`src/rtl/ftrunc_cvt_pkg.sv`:
```
package ftrunc_cvt_pkg;

    localparam int RES_W     = 32;
    localparam int SP_EXP_W  = 8;
    localparam int SP_MAN_W  = 23;
    localparam int DP_EXP_W  = 11;
    localparam int DP_MAN_W  = 52;
    localparam int DP_HI_MAN = DP_MAN_W - RES_W;   // fraction bits kept in the high word

    // positive saturation values per format
    localparam logic [RES_W-1:0] SP_POS_CAP = 32'h7FFF_FF80;
    localparam logic [RES_W-1:0] DP_POS_CAP = 32'h7FFF_FFFF;

    typedef enum logic [1:0] {
        OP_TRUNC  = 2'b00,
        OP_ABS    = 2'b01,
        OP_NEG    = 2'b10,
        OP_TRUNC2 = 2'b11
    } cvt_op_e;

    typedef struct packed {
        logic             valid;
        logic [RES_W-1:0] word;
    } out_st_t;

endpackage

```
`src/rtl/ftrunc_core.sv`:
```
// Generic truncating converter for one IEEE-754 format.
module ftrunc_core #(
    parameter int               EXP_W   = 8,
    parameter int               MAN_W   = 23,
    parameter int               RES_W   = 32,
    parameter logic [RES_W-1:0] POS_CAP = 32'h7FFF_FFFF
) (
    input  logic             sign_i,
    input  logic [EXP_W-1:0] exp_i,
    input  logic [MAN_W-1:0] man_i,
    output logic [RES_W-1:0] res_o
);
    localparam int SIG_W  = MAN_W + 1;
    localparam int WIDE_W = MAN_W + RES_W;
    localparam int SH_W   = $clog2(RES_W);
    localparam int BIAS   = (1 << (EXP_W - 1)) - 1;
    localparam int LIMIT  = BIAS + RES_W - 1;          // first exponent out of range
    localparam logic [RES_W-1:0] MIN_INT = {1'b1, {(RES_W-1){1'b0}}};
    localparam logic [RES_W-1:0] MAX_INT = ~MIN_INT;

    logic              exp_max;
    logic              is_nan;
    logic              too_big;
    logic              too_small;
    logic [SH_W-1:0]   shamt;
    logic [WIDE_W-1:0] wide;
    logic [RES_W-2:0]  mag;
    logic [RES_W-1:0]  mag_ext;

    always_comb begin
        exp_max   = &exp_i;
        is_nan    = exp_max && (man_i != '0);
        too_big   = exp_i >= EXP_W'(LIMIT);
        too_small = exp_i <  EXP_W'(BIAS);
        shamt     = SH_W'(exp_i - EXP_W'(BIAS));
        wide      = WIDE_W'({1'b1, man_i}) << shamt;
        mag       = wide[MAN_W +: RES_W-1];
        mag_ext   = {1'b0, mag};

        if (is_nan) begin
            res_o = sign_i ? MIN_INT : MAX_INT;
        end else if (too_big) begin
            res_o = sign_i ? MIN_INT : POS_CAP;
        end else if (too_small) begin
            res_o = '0;
        end else begin
            res_o = sign_i ? (~mag_ext + 1'b1) : mag_ext;
        end
    end

    initial begin
        if (SIG_W + RES_W - 1 != WIDE_W) $error("width mismatch");
    end
endmodule

```
`src/rtl/ftrunc_sign_op.sv`:
```
// Sign-only operations on a raw word.
module ftrunc_sign_op
    import ftrunc_cvt_pkg::*;
#(
    parameter int W = 32
) (
    input  logic [W-1:0] word_i,
    input  cvt_op_e      op_i,
    output logic [W-1:0] word_o
);
    always_comb begin
        unique case (op_i)
            OP_ABS:  word_o = {1'b0, word_i[W-2:0]};
            OP_NEG:  word_o = {~word_i[W-1], word_i[W-2:0]};
            default: word_o = word_i;
        endcase
    end
endmodule

```
`src/rtl/ftrunc_cvt.sv`:
```
module ftrunc_cvt
    import ftrunc_cvt_pkg::*;
(
    input  logic             clk,
    input  logic             rst_n,
    input  logic             in_valid,
    output logic             in_ready,
    input  logic             in_dbl,
    input  logic [1:0]       in_op,
    input  logic [RES_W-1:0] in_hi,
    input  logic [RES_W-1:0] in_lo,
    output logic             out_valid,
    input  logic             out_ready,
    output logic [RES_W-1:0] out_word
);
    cvt_op_e          op;
    logic [RES_W-1:0] sp_res;
    logic [RES_W-1:0] dp_res;
    logic [RES_W-1:0] sgn_res;
    logic [RES_W-1:0] cvt_res;
    out_st_t          st_d;
    out_st_t          st_q;

    assign op = cvt_op_e'(in_op);

    ftrunc_core #(
        .EXP_W  (SP_EXP_W),
        .MAN_W  (SP_MAN_W),
        .RES_W  (RES_W),
        .POS_CAP(SP_POS_CAP)
    ) u_sp (
        .sign_i(in_hi[RES_W-1]),
        .exp_i (in_hi[SP_MAN_W +: SP_EXP_W]),
        .man_i (in_hi[SP_MAN_W-1:0]),
        .res_o (sp_res)
    );

    ftrunc_core #(
        .EXP_W  (DP_EXP_W),
        .MAN_W  (DP_MAN_W),
        .RES_W  (RES_W),
        .POS_CAP(DP_POS_CAP)
    ) u_dp (
        .sign_i(in_hi[RES_W-1]),
        .exp_i (in_hi[DP_HI_MAN +: DP_EXP_W]),
        .man_i ({in_hi[DP_HI_MAN-1:0], in_lo}),
        .res_o (dp_res)
    );

    ftrunc_sign_op #(.W(RES_W)) u_sgn (
        .word_i(in_hi),
        .op_i  (op),
        .word_o(sgn_res)
    );

    assign in_ready = !st_q.valid || out_ready;

    always_comb begin
        cvt_res = in_dbl ? dp_res : sp_res;
        st_d    = st_q;
        if (in_valid && in_ready) begin
            st_d.valid = 1'b1;
            st_d.word  = (op == OP_ABS || op == OP_NEG) ? sgn_res : cvt_res;
        end else if (out_ready) begin
            st_d.valid = 1'b0;
        end
    end

    always_ff @(posedge clk) begin
        if (!rst_n) st_q <= '0;
        else        st_q <= st_d;
    end

    assign out_valid = st_q.valid;
    assign out_word  = st_q.word;
endmodule

```
`config.mk`:
```
export PLATFORM = sky130hd
export DESIGN_NAME = ftrunc_cvt
export DESIGN_NICKNAME = d
export VERILOG_FILES = /design/src/rtl/ftrunc_cvt_pkg.sv /design/src/rtl/ftrunc_core.sv /design/src/rtl/ftrunc_sign_op.sv /design/src/rtl/ftrunc_cvt.sv
export SDC_FILE = /design/constraint.sdc
export NUM_CORES = 1
export LEC_CHECK = 0
export ABC_AREA = 1
export BUFFER_PORTS_ARGS = -buffer_cell sky130_fd_sc_hd__buf_2
export CORE_MARGIN = 2
export CORE_UTILIZATION = 40
export DETAILED_ROUTE_END_ITERATION = 10
export MAX_ROUTING_LAYER = met4
export PLACE_DENSITY = 0.61
export SETUP_SLACK_MARGIN = 0.2
export SYNTH_ARGS = -nofsm -noshare
export SYNTH_HDL_FRONTEND = slang
export SYNTH_SLANG_ARGS = --single-unit
```
`constraint.sdc`:
```
create_clock -name clk -period 3.1 [get_ports clk]
set_clock_uncertainty 0.2 [all_clocks]
set_input_delay 0.31 -clock clk [delete_from_list [all_inputs] [get_ports clk]]
set_output_delay 0.31 -clock clk [all_outputs]
set_load 0.1 [all_outputs]
```
Yosys cells after proc, flatten, opt, wreduce, memory -nomap -nowiden
Index checks and enable logic that the tools add are counted.
- magnitude comparators: 4
- eq/ne operators: 2
- div/mod/pow operators: 0
- reductions and logical operators: 11
- shift-type cells: 2
- $mul: 0
- add/subtract/negate cells: 4
- multiplexer cells: 15
- bitwise operators: 3
- operators with widths (kind ; count):
    $mux W32 ; 12
    $shl A53 B5 Y83 ; 1
    $add A32 B1 Y32 const B ; 2
    $not A31 Y32 ; 2
    $pmux W32 S2 ; 1
    $shl A24 B5 Y54 ; 1
    $reduce_bool A52 Y1 ; 1
    $reduce_bool A23 Y1 ; 1
    $ge A11 B11 Y1 const B ; 1
    $lt A11 B10 Y1 const B ; 1
    $reduce_and A11 Y1 ; 1
    $sub A5 B5 Y5 const B ; 2
    $ge A8 B8 Y1 const B ; 1
    $lt A8 B7 Y1 const B ; 1
    $reduce_and A8 Y1 ; 1
    $logic_and A1 B1 Y1 ; 3
    $eq A2 B1 Y1 const B ; 1
    $eq A2 B2 Y1 const B ; 1
    $logic_or A1 B1 Y1 ; 2
    $mux W1 ; 2
    $reduce_bool A2 Y1 ; 1
    $logic_not A1 Y1 ; 1
    $not A1 Y1 ; 1
- bits in latches: 0
- word-level logic and storage cells: 43
- register bits: 33
- memory bits (writable): 0
- ROM bits: 0
- output and inout bits: 34
- memories: 0

Logic depth before layout (Yosys ltp)
- word-level depth: 10
- mapped depth: 27
- depth with buffers taken out: 25

Modules after synthesis
A second synthesis with hierarchy kept.
- cells, all modules: 1756
- area, all modules: 9088.7 um^2
- modules (own cells, without submodules) (module ; cells each ; times used ; area each (um^2)):
    ftrunc_core at u_dp ; 698 ; 1 ; 3435.8
    ftrunc_core at u_sp ; 624 ; 1 ; 3144.3
    ftrunc_cvt ; 396 ; 1 ; 2239.6
    ftrunc_sign_op ; 38 ; 1 ; 269.0

Worst setup path after synthesis
Ideal clock, no wire load.
- path type: in2reg
- from: input port in_hi[23]
- to: register st_q (netlist bit out_word[22])
- stages on the path: 27
- library setup time: 132 ps
- path buffers: 4
- arrival: 3026 ps
- setup slack: -258 ps
- cell sequence: inv_2 -> buf_2 -> ha_1 -> buf_2 -> inv_1 -> buf_2 -> nand3_1 -> nand3_1 -> nand3_1 -> nand3_1 -> o21ai_0 -> inv_1 -> ha_1 -> inv_1 -> nor2_1 -> nand2_1 -> nor2_4 -> nand2_2 -> nand2_4 -> buf_8 -> nand4_1 -> nand3_1 -> nand2_1 -> nand2_1 -> nand3_1 -> nand2_1 -> a21oi_1
- word-level cells in the longest chain between the ends: 10
- elaborated cells on any way between the ends: 26
- ends and longest elaborated chain (element ; line ; source):
    start: declaration ; ftrunc_cvt.sv:10 ; input logic [RES_W-1:0] in_hi,
    $sub A5 B5 Y5 ; ftrunc_core.sv:35 ; shamt = SH_W'(exp_i - EXP_W'(BIAS));
    $shl A24 B5 Y54 or $shl A53 B5 Y83 (tied branches) ; ftrunc_core.sv:36 ; wide = WIDE_W'({1'b1, man_i}) << shamt;
    $not A31 Y32 ; ftrunc_core.sv:47 ; res_o = sign_i ? (~mag_ext + 1'b1) : mag_ext;
    $add A32 B1 Y32 ; ftrunc_core.sv:47 ;
    $mux W32 ; ftrunc_core.sv:47 ;
    $mux W32 ; ftrunc_core.sv:44 ; end else if (too_small) begin
    $mux W32 ; ftrunc_core.sv:42 ; end else if (too_big) begin
    $mux W32 ; ftrunc_core.sv:40 ; if (is_nan) begin
    $mux W32 * ; ftrunc_cvt.sv:59 ; cvt_res = in_dbl ? dp_res : sp_res;
    $mux W32 * ; ftrunc_cvt.sv:63 ; st_d.word = (op == OP_ABS || op == OP_NEG) ? sgn_res : cvt_res;
    end signal: assignment ; ftrunc_cvt.sv:71 ; else st_q <= st_d;
    end: declaration ; ftrunc_cvt.sv:22 ; out_st_t st_q;
Every way passes the cells marked *; elsewhere a longest branch is shown, timed or not.
A chain may end at the register's enable or synchronous reset.

Worst setup path after layout
- from: input port in_hi[23]
- to: register st_q (netlist bit out_word[19])
The elaborated chain is that of the path after synthesis.

==> results by group <==
Run status
  – Status: finished, violations left
  – Failing checks: setup timing

Placed design
  – I/O Buffers: 83
  – Post-detail-place hpwl: 27.3 mm
  – Placer Congestion: 1.03
  – Post-placement cell count: 2012
  – Pre-CTS WS: -437 ps
  – Placed Area: 10100 um2

Timing
  – Final hold violations: 0
  – Fmax: 319 MHz
  – Crit path time final: 3130 ps
  – Worst-Margin Slew: 1030 ps
  – Slew HR: 31.4%
  – Endpoints failing setup: 3
  – Count of pins over their slew limit: 0
  – Worst Slack Setup Final: -30.2 ps
  – RSZ-0062 raised after global routing: true
  – Final Cycle Share: 101%
  – Final TNS setup: -55.2 ps

Route
  – Via/cell ratio: 5.73
  – WL/cell: 17.8 um
  – First-iteration detailed-routing DRC count: 1490
  – Routed wire length: 36.8 mm
  – First-pass DRT Iterations: 7
  – Remaining antenna violation count after routing: 0
  – Vias post-DR: 11840
  – Residual DRC: 0

Clocking
  – CTS tree: built
  – CTS H-Tree Depth: 2
  – # clock sinks: 33
  – CTS clk-pin slew, worst paths: 50 ps
  – Num CTS Buffers: 5
  – Cts hold-fix bufs: 0
  – Clock latency on the worst-skew pair: 280 ps
  – Clk root buf: clkbuf_16
  – CTS Buffer Depth: 2

Cells and area
  – Util after Layout: 63.7%
  – Fillers: 1739
  – Ant diodes: 0
  – Final cell count without fillers: 2066
  – Layout cells sized above 1: 37.2%
  – Net total in the final layout: 1913
  – Final Cell Area: 11800 um2
  – Area added between synthesis and finish: 57.5%

Synth
  – Mapped Nets: 1581
  – Asr flop ratio synth: 0%
  – Seq/Total Area, Yosys: 8.79%
  – Ys Warns: 0
  – Top FF cell, synth: dfxtp_1
  – Synthesized cell area: 7510 um2
  – Post-synthesis register bit count: 33
  – Avg Cell Area, Syn: 5.01 um2
  – Count of cell types in the netlist: 40
  – Syn Inst Count: 1500
  – EDFF count, synth: 0

Setup path
  – Crit Reg-Reg Endpoint: out_word[17]
  – Critical Path RT: 3100 ps
  – Startpoint types: input pin
  – Reg2reg setup slack: 1210 ps
  – CP startpoint: in_hi[23]
  – FF-to-FF path depth: 6
  – CP arrival: 3130 ps
  – Maximum fanout along the worst path: 6
  – Worst setup path class: input pin to flip-flop
  – R2R Path Start: out_valid
  – CP Capture Type: flip-flop

GRT
  – Vias in the first global route: 10515
  – Gr usage total: 35.3%
  – Initial antenna violation count: 0
  – GR Overflow Total: 0
  – First-pass GRT wire length: 54.9 mm
  – Largest net degree at the start of global routing: 38

Floorplan
  – Ports: 105
  – FP Rows: 50
  – Core Area: 18600 um2
  – Die H: 141 um
  – Die area: 19900 um2
  – Die W: 141 um
  – Initial Util: 40.4%

Pwr
  – Internal power: 2.02 mW
  – Combinational power share: 76.5%
  – Pwr/cell area: 352 nW/um2
  – P_sw: 2.15 mW
  – Clock group share of total power: 11.8%
  – LEAKAGE: 6.06 nW
  – Switching fraction of total power: 51.5%
  – VDD IR max: 0.212 mV
  – Sequential share of power: 11.7%

Min path
  – Hold depth: 3
  – HP Start: rst_n
  – Worst min path class: input pin to flip-flop
  – WHS Endpoint: out_word[31]

Job
  – Max Cap Violations: 0
-- synthesized netlist by cell type (2+ instances only) --
cell type	instances	area, um2
a21oi_1	89	445
a21oi_2	4	35.0
a31oi_1	4	25.0
and2_1	3	18.8
buf_1	3	11.3
buf_2	28	140
buf_4	11	82.6
buf_6	13	146
clkbuf_1	27	101
clkinv_1	2	7.51
dfxtp_1	33	661
ha_1	10	125
inv_1	100	375
inv_2	6	22.5
nand2_1	554	2080
nand2_2	14	87.6
nand2_4	2	22.5
nand3_1	339	1700
nand3_2	6	60.1
nand3b_1	7	52.6
nand4_1	29	181
nor2_1	98	368
nor2_2	8	50.1
nor2_4	5	56.3
nor3_1	7	35.0
nor4_1	2	12.5
o211ai_1	6	45.0
o21ai_0	42	210
o21ai_1	20	100
o21ai_2	4	35.0
o221ai_1	3	26.3
o31ai_1	5	37.5
xnor2_1	2	17.5
xnor2_2	2	32.5
xor2_1	7	61.3
-- worst max-delay path, stage by stage --
cell and delay (ps):
buf_8 90, buf_12 110, inv_12 30, ha_4 360, buf_6 150, buf_16 130, nand3_4 80, nand3_2 100
nand3_2 110, nand3_2 90, o21ai_2 70, inv_2 80, buf_4 110, buf_6 90, nand2_4 60, nor2_4 190
buf_4 150, nand3_2 60, nand2_2 100, nor2_1 50, o21ai_1 240, nand2_1 110, nand2_1 90, nand2_1 60
a21oi_1 110
-- how the worst max path moves through the flow --
stage / endpoint / slack (ps)
floorplan: out_word[22] / 110
global placement: out_word[24] / -400
detailed placement: out_word[24] / -440
CTS: out_word[14] / 90
global route: out_word[27] / -140
finish: out_word[19] / -30
-- logic make-up (layout without fill, tap and decap cells) --
logic type                 after synthesis  after routing  share of synthesized area [%]
AOI/OAI and AO/OA                      179            179                           13.0
xor gates and xnor gates                11             11                           1.48
adders and majority gates               10             10                           1.67
buffers and inverters                  191            520                           12.0
DFF                                     33             33                           8.79
and+or+nand+nor                       1076           1079                           63.1
-- state kept, by name, summed over array words and instances, names as in the netlist --
name,cells
out_valid,1
out_word,32
-- power by group through the flow --
| stage | Clock, mW | Combinational, mW | Sequential [mW] |
|---|---|---|---|
| 3_3_place_gp | 0 | 2.60 | 0.493 |
| 5_1_grt | 0.505 | 3.41 | 0.489 |
| 4_1_cts | 0.487 | 2.82 | 0.486 |
| 2_1_floorplan | 0 | 1.34 | 0.756 |
| 3_5_place_dp | 0 | 2.61 | 0.494 |
| 6_report | 0.492 | 3.19 | 0.487 |
-- placed cells by master, fill, tap and decap left out, types with 7 or more instances in the layout --
master / n
o21ai_2: 21
nand3_1: 242
buf_4: 289
nor2_2: 18
a21oi_1: 78
clkbuf_16: 9
inv_1: 88
buf_12: 13
nand4_1: 29
dfxtp_1: 33
nor2_4: 17
o21ai_1: 24
inv_2: 13
nand3_4: 10
nand2_2: 45
buf_6: 12
a21oi_2: 15
nand2_1: 512
nor2_1: 76
nand2_4: 14
nand3_2: 93
buf_2: 80
o21ai_0: 19
nand3b_1: 7
-- what timing repair did --
action | CTS | global route
gates cloned | 7 | 4
endpoints found under the setup margin | 29 | 31
buffers inserted | 12 | 24
pin swaps | 26 | 59
gates resized for setup | 116 | 179
-- cell type report --
cell class | count | area, um2 | share of cell area (%)
Tap cell | 234 | 293 | 2.47
Timing Repair Buffer | 405 | 3220 | 27.2
Clock buffer | 7 | 143 | 1.21
Inverter | 108 | 443 | 3.74
Multi-Input combinational cell | 1279 | 7070 | 59.8
Sequential cell | 33 | 661 | 5.58
-- through the flow --
stage / power (mW) / hold WS [ps]
after floorplan: 2.10 / 248
after global placement: 3.09 / 252
after detailed placement: 3.10 / 256
after CTS: 3.79 / 98.0
after global routing: 4.40 / 96.8
final: 4.17 / 97.0
-- per-layer routing --
layer	vias up	global-route usage, %	share of wire (%)
li1	5648	-	-
met5	-	-	0
met4	0	13.4	4.7
met3	140	2.79	7.9
met1	5430	45.4	41
met2	622	57.9	47
Note: power is estimated with default switching activity, not from simulation.
